**config.mk**
```make
export PLATFORM = sky130hd
export DESIGN_NAME = pixcap_top
export DESIGN_NICKNAME = d
export VERILOG_FILES = /design/src/rtl/pixcap_pkg.sv /design/src/rtl/pixcap_fall_reg.sv /design/src/rtl/pixcap_lane_route.sv /design/src/rtl/pixcap_lane_expand.sv /design/src/rtl/pixcap_top.sv
export SDC_FILE = /design/constraint.sdc
export NUM_CORES = 1
export LEC_CHECK = 0
export ABC_AREA = 1
export BUFFER_PORTS_ARGS = -buffer_cell sky130_fd_sc_hd__buf_4
export CORE_MARGIN = 2
export CORE_UTILIZATION = 40
export CTS_CLUSTER_DIAMETER = 80
export DETAILED_ROUTE_END_ITERATION = 6
export PLACE_DENSITY_LB_ADDON = 0.25
export SKIP_LAST_GASP = 1
export SYNTH_ARGS = -nofsm -noshare
export SYNTH_HDL_FRONTEND = slang
export SYNTH_SLANG_ARGS = --single-unit
```
**constraint.sdc**
```tcl
create_clock -name clk -period 1.5 [get_ports clk]
set_input_delay 0.15 -clock clk [delete_from_list [all_inputs] [get_ports clk]]
set_output_delay 0.15 -clock clk [all_outputs]
set_load 0.05 [all_outputs]
```
**src/rtl/pixcap_pkg.sv**
```systemverilog
package pixcap_pkg;

    typedef enum logic [1:0] {
        FMT_HALF   = 2'd0,
        FMT_FULL   = 2'd1,
        FMT_DOUBLE = 2'd2,
        FMT_RSVD   = 2'd3
    } fmt_e;

    typedef enum logic [1:0] {
        EDGE_RISE = 2'd0,
        EDGE_FALL = 2'd1,
        EDGE_BOTH = 2'd2,
        EDGE_RSVD = 2'd3
    } edge_e;

    localparam int NUM_LANES = 2;
    localparam int NUM_COLOURS = 3;

endpackage

```
**src/rtl/pixcap_fall_reg.sv**
```systemverilog
module pixcap_fall_reg #(
    parameter int W = 49
) (
    input  logic         clk,
    input  logic         rst_n,
    input  logic [W-1:0] d,
    output logic [W-1:0] q
);
    logic [W-1:0] fall_d, fall_q;

    always_comb begin
        fall_d = d;
    end

    // capture on the falling edge; the rising-edge logic reads it half a cycle later
    always_ff @(negedge clk or negedge rst_n) begin
        if (!rst_n) fall_q <= '0;
        else        fall_q <= fall_d;
    end

    assign q = fall_q;
endmodule

```
**src/rtl/pixcap_lane_route.sv**
```systemverilog
module pixcap_lane_route import pixcap_pkg::*; #(
    parameter int PIX_W = 24
) (
    input  logic [1:0]         fmt,
    input  logic [1:0]         edge_sel,
    input  logic               wide,
    input  logic [2*PIX_W-1:0] f_dat,
    input  logic               f_de,
    input  logic [2*PIX_W-1:0] r_dat,
    input  logic               r_de,
    output logic [PIX_W-1:0]   raw0,
    output logic [PIX_W-1:0]   raw1,
    output logic               v0,
    output logic               v1
);
    localparam int BUS_W  = 2 * PIX_W;
    localparam int NPIX_W = (PIX_W / NUM_COLOURS - 2) * NUM_COLOURS;

    logic [BUS_W-1:0] s_dat;
    logic             s_de;

    always_comb begin
        // double format reads a single edge
        s_dat = (edge_sel == EDGE_FALL) ? f_dat : r_dat;
        s_de  = (edge_sel == EDGE_FALL) ? f_de  : r_de;
        raw0 = '0;
        raw1 = '0;
        v0   = 1'b0;
        v1   = 1'b0;
        unique case (fmt)
            FMT_DOUBLE: begin
                raw0 = wide ? s_dat[PIX_W-1:0]     : PIX_W'(s_dat[NPIX_W-1:0]);
                raw1 = wide ? s_dat[BUS_W-1:PIX_W] : PIX_W'(s_dat[2*NPIX_W-1:NPIX_W]);
                v0   = s_de;
                v1   = s_de;
            end
            FMT_FULL: begin
                unique case (edge_sel)
                    EDGE_RISE: begin
                        raw0 = r_dat[PIX_W-1:0];
                        v0   = r_de;
                    end
                    EDGE_FALL: begin
                        raw0 = f_dat[PIX_W-1:0];
                        v0   = f_de;
                    end
                    EDGE_BOTH: begin
                        raw0 = f_dat[PIX_W-1:0];
                        v0   = f_de;
                        raw1 = r_dat[PIX_W-1:0];
                        v1   = r_de;
                    end
                    default: ;
                endcase
            end
            default: ;
        endcase
    end
endmodule

```
**src/rtl/pixcap_lane_expand.sv**
```systemverilog
module pixcap_lane_expand import pixcap_pkg::*; #(
    parameter int PIX_W = 24
) (
    input  logic [PIX_W-1:0] raw,
    input  logic             wide,
    output logic [PIX_W-1:0] pix
);
    localparam int CH_W  = PIX_W / NUM_COLOURS;
    localparam int NCH_W = CH_W - 2;

    logic [PIX_W-1:0] narrow_x;

    // each narrow colour moves to the top of its field; its two MSBs refill the bottom
    for (genvar ch = 0; ch < NUM_COLOURS; ch++) begin : g_ch
        assign narrow_x[ch*CH_W +: CH_W] =
            {raw[ch*NCH_W +: NCH_W], raw[ch*NCH_W + NCH_W - 1 -: 2]};
    end

    assign pix = wide ? raw : narrow_x;
endmodule

```
**src/rtl/pixcap_top.sv**
```systemverilog
module pixcap_top import pixcap_pkg::*; #(
    parameter int PIX_W = 24
) (
    input  logic               clk,
    input  logic               rst_n,
    input  logic [1:0]         cfg_fmt,
    input  logic               cfg_wide,
    input  logic [1:0]         cfg_edge,
    input  logic               cfg_half_order,
    input  logic [2*PIX_W-1:0] bus_data,
    input  logic               bus_de,
    output logic [PIX_W-1:0]   pix0,
    output logic               pix0_vld,
    output logic [PIX_W-1:0]   pix1,
    output logic               pix1_vld,
    output logic               de_out,
    output logic               config_error
);
    localparam int BUS_W  = 2 * PIX_W;
    localparam int HALF_W = PIX_W / 2;
    localparam int CFG_W  = 6;

    typedef struct packed {
        logic [PIX_W-1:0]  pix0;
        logic [PIX_W-1:0]  pix1;
        logic              vld0;
        logic              vld1;
        logic              de;
        logic              err;
        logic              pend;
        logic [HALF_W-1:0] low;
        logic [CFG_W-1:0]  cfg;
    } state_t;

    state_t s_d, s_q;

    // falling-edge capture path
    logic [BUS_W:0]   fall_q;
    logic [BUS_W-1:0] f_dat;
    logic             f_de;

    pixcap_fall_reg #(.W(BUS_W + 1)) fall_i (
        .clk   (clk),
        .rst_n (rst_n),
        .d     ({bus_de, bus_data}),
        .q     (fall_q)
    );

    assign f_dat = fall_q[BUS_W-1:0];
    assign f_de  = fall_q[BUS_W];

    // lane routing for full and double formats
    logic [PIX_W-1:0] raw_l [NUM_LANES];
    logic [PIX_W-1:0] exp_l [NUM_LANES];
    logic             v0, v1;

    pixcap_lane_route #(.PIX_W(PIX_W)) route_i (
        .fmt      (cfg_fmt),
        .edge_sel (cfg_edge),
        .wide     (cfg_wide),
        .f_dat    (f_dat),
        .f_de     (f_de),
        .r_dat    (bus_data),
        .r_de     (bus_de),
        .raw0     (raw_l[0]),
        .raw1     (raw_l[1]),
        .v0       (v0),
        .v1       (v1)
    );

    for (genvar ln = 0; ln < NUM_LANES; ln++) begin : g_lane
        pixcap_lane_expand #(.PIX_W(PIX_W)) exp_i (
            .raw  (raw_l[ln]),
            .wide (cfg_wide),
            .pix  (exp_l[ln])
        );
    end

    logic [CFG_W-1:0] cfg_now;
    logic             illegal;
    logic             cfg_chg;

    always_comb begin
        cfg_now = {cfg_fmt, cfg_wide, cfg_edge, cfg_half_order};
        illegal = (cfg_fmt == FMT_RSVD) || (cfg_edge == EDGE_RSVD)
               || ((cfg_fmt == FMT_HALF)   && (cfg_edge != EDGE_BOTH))
               || ((cfg_fmt == FMT_DOUBLE) && (cfg_edge == EDGE_BOTH));
        cfg_chg = (cfg_now != s_q.cfg);

        s_d      = s_q;
        s_d.cfg  = cfg_now;
        s_d.err  = illegal;
        s_d.de   = bus_de;
        s_d.vld0 = 1'b0;
        s_d.vld1 = 1'b0;
        s_d.pend = 1'b0;

        if (!illegal) begin
            if (cfg_fmt == FMT_HALF) begin
                if (!cfg_half_order) begin
                    // low half waited since last rising edge; high half came on the falling edge
                    if (s_q.pend && !cfg_chg && f_de) begin
                        s_d.pix0 = {f_dat[HALF_W-1:0], s_q.low};
                        s_d.vld0 = 1'b1;
                    end
                    s_d.pend = bus_de;
                    s_d.low  = bus_data[HALF_W-1:0];
                end else if (f_de && bus_de) begin
                    // low half on the falling edge, high half now
                    s_d.pix0 = {bus_data[HALF_W-1:0], f_dat[HALF_W-1:0]};
                    s_d.vld0 = 1'b1;
                end
            end else begin
                s_d.vld0 = v0;
                s_d.vld1 = v1;
                if (v0) s_d.pix0 = exp_l[0];
                if (v1) s_d.pix1 = exp_l[1];
            end
        end
    end

    always_ff @(posedge clk or negedge rst_n) begin
        if (!rst_n) s_q <= '0;
        else        s_q <= s_d;
    end

    assign pix0         = s_q.pix0;
    assign pix0_vld     = s_q.vld0;
    assign pix1         = s_q.pix1;
    assign pix1_vld     = s_q.vld1;
    assign de_out       = s_q.de;
    assign config_error = s_q.err;
endmodule

```
## Yosys cells after proc, flatten, opt, wreduce, memory -nomap -nowiden

Cells that the tools add are included.

- Flip-flop bits (word level): 120
- Output and inout port bits: 52

- Eq/ne operators: 10
- Mux-type cells: 28
- Bitwise operators: 3
- Reduce and logical (&&, ||, !) cells: 16

Operators with widths:

| kind | count |
|---|---|
| 2-to-1 mux 24 bit | 10 |
| one-hot mux 24 bit (2 select lines) | 3 |
| 2-to-1 mux 48 bit | 1 |
| 2-to-1 mux 13 bit | 3 |
| == test 2 bit, second input constant | 4 |
| 2-to-1 mux 1 bit | 7 |
| inequality test 3 x 2 -> 1 bit, second input constant | 2 |
| inequality test 6 bit | 1 |
| one-hot mux 1 bit (2 select lines) | 3 |
| AND reduction 3 bit | 2 |
| logical AND 1 bit | 5 |
| == test 2 x 1 -> 1 bit, second input constant | 2 |
| logical NOT 2 bit | 2 |
| AND reduction 4 bit | 1 |
| logical OR 1 bit | 3 |
| NOT 1 bit | 3 |
| 2-to-1 mux 2 bit | 1 |
| inequality test 2 bit, second input constant | 1 |
| nonzero test 2 bit | 1 |
| OR reduction 2 bit | 1 |
| logical NOT 1 bit | 1 |

## Longest topological paths before layout

- Word-level depth: 8
- Depth in mapped cells: 15
- Depth with buffers taken out: 13

## Modules after synthesis

Synthesis repeated with hierarchy kept, for this count alone.

- Cells, all modules: 1,093
- Area, all modules: 7,334.5 µm²

By module, submodules not included:

| module | instances | cells an instance | area an instance (µm²) | sequential area each (µm²) |
|---|---|---|---|---|
| pixcap_top | 1 | 453 | 3,604.7 | 1,776.7 |
| pixcap_lane_route | 1 | 455 | 1,965.6 | 0.0 |
| pixcap_fall_reg | 1 | 49 | 1,226.2 | 1,226.2 |
| pixcap_lane_expand | 2 | 68 | 269.0 | 0.0 |

==> metrics.txt <==
status finished with violations; failing checks setup timing; final number of max-transition violations 0; setup TNS -32030 ps; RSZ-0062 raised after global routing true; Nets between 1000 and 1500; Cell Chain, Critical Path inv_1 > nand2_1 > nand3_2 > buf_4 > o21ai_4 > nand2_8 > buf_8 > a21oi_4 > a21oi_2; Worst Setup End Kind register; Yosys reg bits 120; row cnt 48; Hold Vio Cnt, Final 0; Clock Root Buffer clkbuf_16; Yosys top cell area share between 20% and 30%; crit-path max cell delay between 400 and 500 ps; Synth Instances 1014; post-DR wirelength/cell roughly 15 um; initial antenna violation count 0; cell taking the most area after synthesis nand2_1; Main synth FF type dfrtp_1; Initial Utilization just over 40%; Critical Path AT 2540 ps; Clock Latency Late Sink 430 ps; leakage power 5.07 nW; Worst-path clk slew 60 ps; Critical Path RT roughly 1800 ps; synth top area cells nand2_1 26%, dfrtp_1 25%, dfrtn_1 17%, nand3_1 6.0%, buf_4 5.7%; register area share after synthesis 42.5%; DRC violation count after routing 0; dpl ws -686 ps; total die area ~19000 um2; Setup Viol. Count Final 50; detailed router's first-iteration violation count 733; syn_nets roughly 1100; DRT antenna net count 0; CTS buffer count 17; Mean Syn Cell Area 6.96 um2; slew of the pin with the lowest slew margin between 600 and 700 ps; vias per cell between 4 and 5; Core Box Area ~17000 um2; vias in the first global route 6594; Startpoint Class register; GR Overflow Total 0; YS warnings 0; PortBufs 108; Mapped Area about 7000 um2; number of detailed-route iterations in the first pass 7; Yosys cell types 28; synth-to-layout area growth 33.4%; Max clock buf depth 2; most frequent cell after synthesis nand2_1; Crit-path slowest cell dfrtn_1; final WL 21300 um; MaxCap Viol Count 0; Pwr Density between 1000 and 1500 nW/um2; PnR worst setup slack -728 ps; Sink Count 120; Setup CP Type register to register; placer's final routability congestion estimate between 0.8 and 0.9; most common library cells after synthesis 489 x nand2_1, 84 x nand3_1, 71 x dfrtp_1, 54 x buf_4; diode count 0; total I/O pin count about 110; Layout Cell Area excl Fill roughly 9400 um2; slew margin rel. 56.9%; Die Width 137 um; Post-DP Area between 8000 and 9000 um2; htree depth 4; hpwl dp 15300 um; total number of vias 6841; global-route wire length before repair 34500 um; Max rail drop VDD between 0.7 and 0.8 mV; chip height approximately 140 um; share of cells above drive strength 1 23.9%; Async SR Flop Fraction 100%; GRT Util Overall a little under a quarter; Post-synth EDFFs 0; Hold WC Path Type input port to register; CTS tree done; Layout Utilization between 50% and 60%; largest net degree at the start of global routing 46; CP max FO 7; Layout Skew approximately 28 ps
[per-layer routing]
metal	part of all wire (%)	global-route usage (%)
met5	0	0
met4	1.8	7.62
met3	5.9	4.07
met2	46	37.6
met1	46	33.7
[final timing paths]
path                       slack [ps]          from  cells after the start          end
setup / recovery                 -730  fall_i.q[48]                      9      pix1[7]
hold / removal                     40   bus_data[3]                      3       s_q[9]
setup reg to reg                 -730  fall_i.q[48]                      9      pix1[7]
hold reg to reg                   470      pix1[16]                      2     pix1[16]
max in group asynchronous         280         rst_n                      3  fall_i.q[9]
min in group asynchronous         260         rst_n                      3       s_q[3]
[worst max-delay path, delay by kind of cell (launching register included)]
| kind | cells | cell delay (ps) |
|---|---|---|
| AO/OA/AOI/OAI | 3 | 280 |
| buffers and inverters | 3 | 370 |
| flip-flops | 1 | 450 |
| AND/OR/NAND/NOR | 3 | 290 |
[cells by family (layout without fill, tap and decap cells)]
family / Yosys count / in the layout / synth area share (%)
and+or+nand+nor: 631 / 631 / 35.6
buffers and inverters: 157 / 300 / 11.9
DFF: 120 / 120 / 42.5
AOI/OAI and AO/OA: 91 / 91 / 7.50
adders and majority gates: 8 / 8 / 1.42
muxes: 7 / 7 / 1.12
[through the flow]
step | hold slack [ps] | power [mW] | cells
floorplan | -146 | 6.49 | 1014
global placement | 173 | 7.35 | 1336
detailed placement | 172 | 7.39 | 1336
CTS | 21.0 | 11.8 | 1375
global route | 30.8 | 12.3 | 1382
finish | 35.1 | 11.8 | 1382
[layout by cell type (no fill, tap or decap), types with 2 or more instances in the layout]
cell           netlist  layout
ha_1                 8       7
nand3_1             84      83
clkinv_4             0       3
a21oi_2              1       6
nand2_1            489     487
dlygate4sd3_1        0       7
clkinv_2             1       4
inv_6                0       3
buf_4               54     175
nor2_2               2       6
inv_1               49      49
bufinv_16            0       4
nor2_1              49      45
dfrtn_1             49      49
nand2_2              2       3
o21ai_2              1       2
buf_6                1       2
mux2_2               7       7
o211ai_1             2       2
inv_2                5       5
a21oi_4              0       2
o21ai_0             28      26
o21ai_1              7       7
a21oi_1             27      20
buf_12               0      22
a22oi_1             24      24
clkbuf_16            0      20
dfrtp_1             71      71
buf_8                0       3
nor2_4               3       3
[registers in the layout (all words and copies together) (netlist names)]
name,cells
s_q,19
config_error,1
de_out,1
fall_i.q,49
pix1,24
pix0_vld,1
pix1_vld,1
pix0,24
[area by class of cell]
cell class | count | area, um2
Sequential cell | 120 | 3000
Fill cell | 1651 | 7880
Clock inverter | 15 | 200
Timing Repair inverter | 1 | 6.26
Tap cell | 225 | 282
Multi-Input combinational cell | 737 | 3310
Timing Repair Buffer | 212 | 1970
Inverter | 55 | 219
Clock buffer | 17 | 425
[timing repair]
item,CTS,global route
hold buffers,7,0
endpoints found under the hold margin,54,0
setup buffers,0,3
pin swaps,3,1
setup endpoints to repair,50,50
resized for setup,7,23
cloned,0,4
[report_power, final]
part	switching [mW]	total [mW]	internal, mW
Combinational	2.24	3.41	1.17
Clock	1.61	4.39	2.79
Sequential	0.278	4.00	3.72
Total	4.12	11.8	7.68
(Power assumes the default switching activity.)
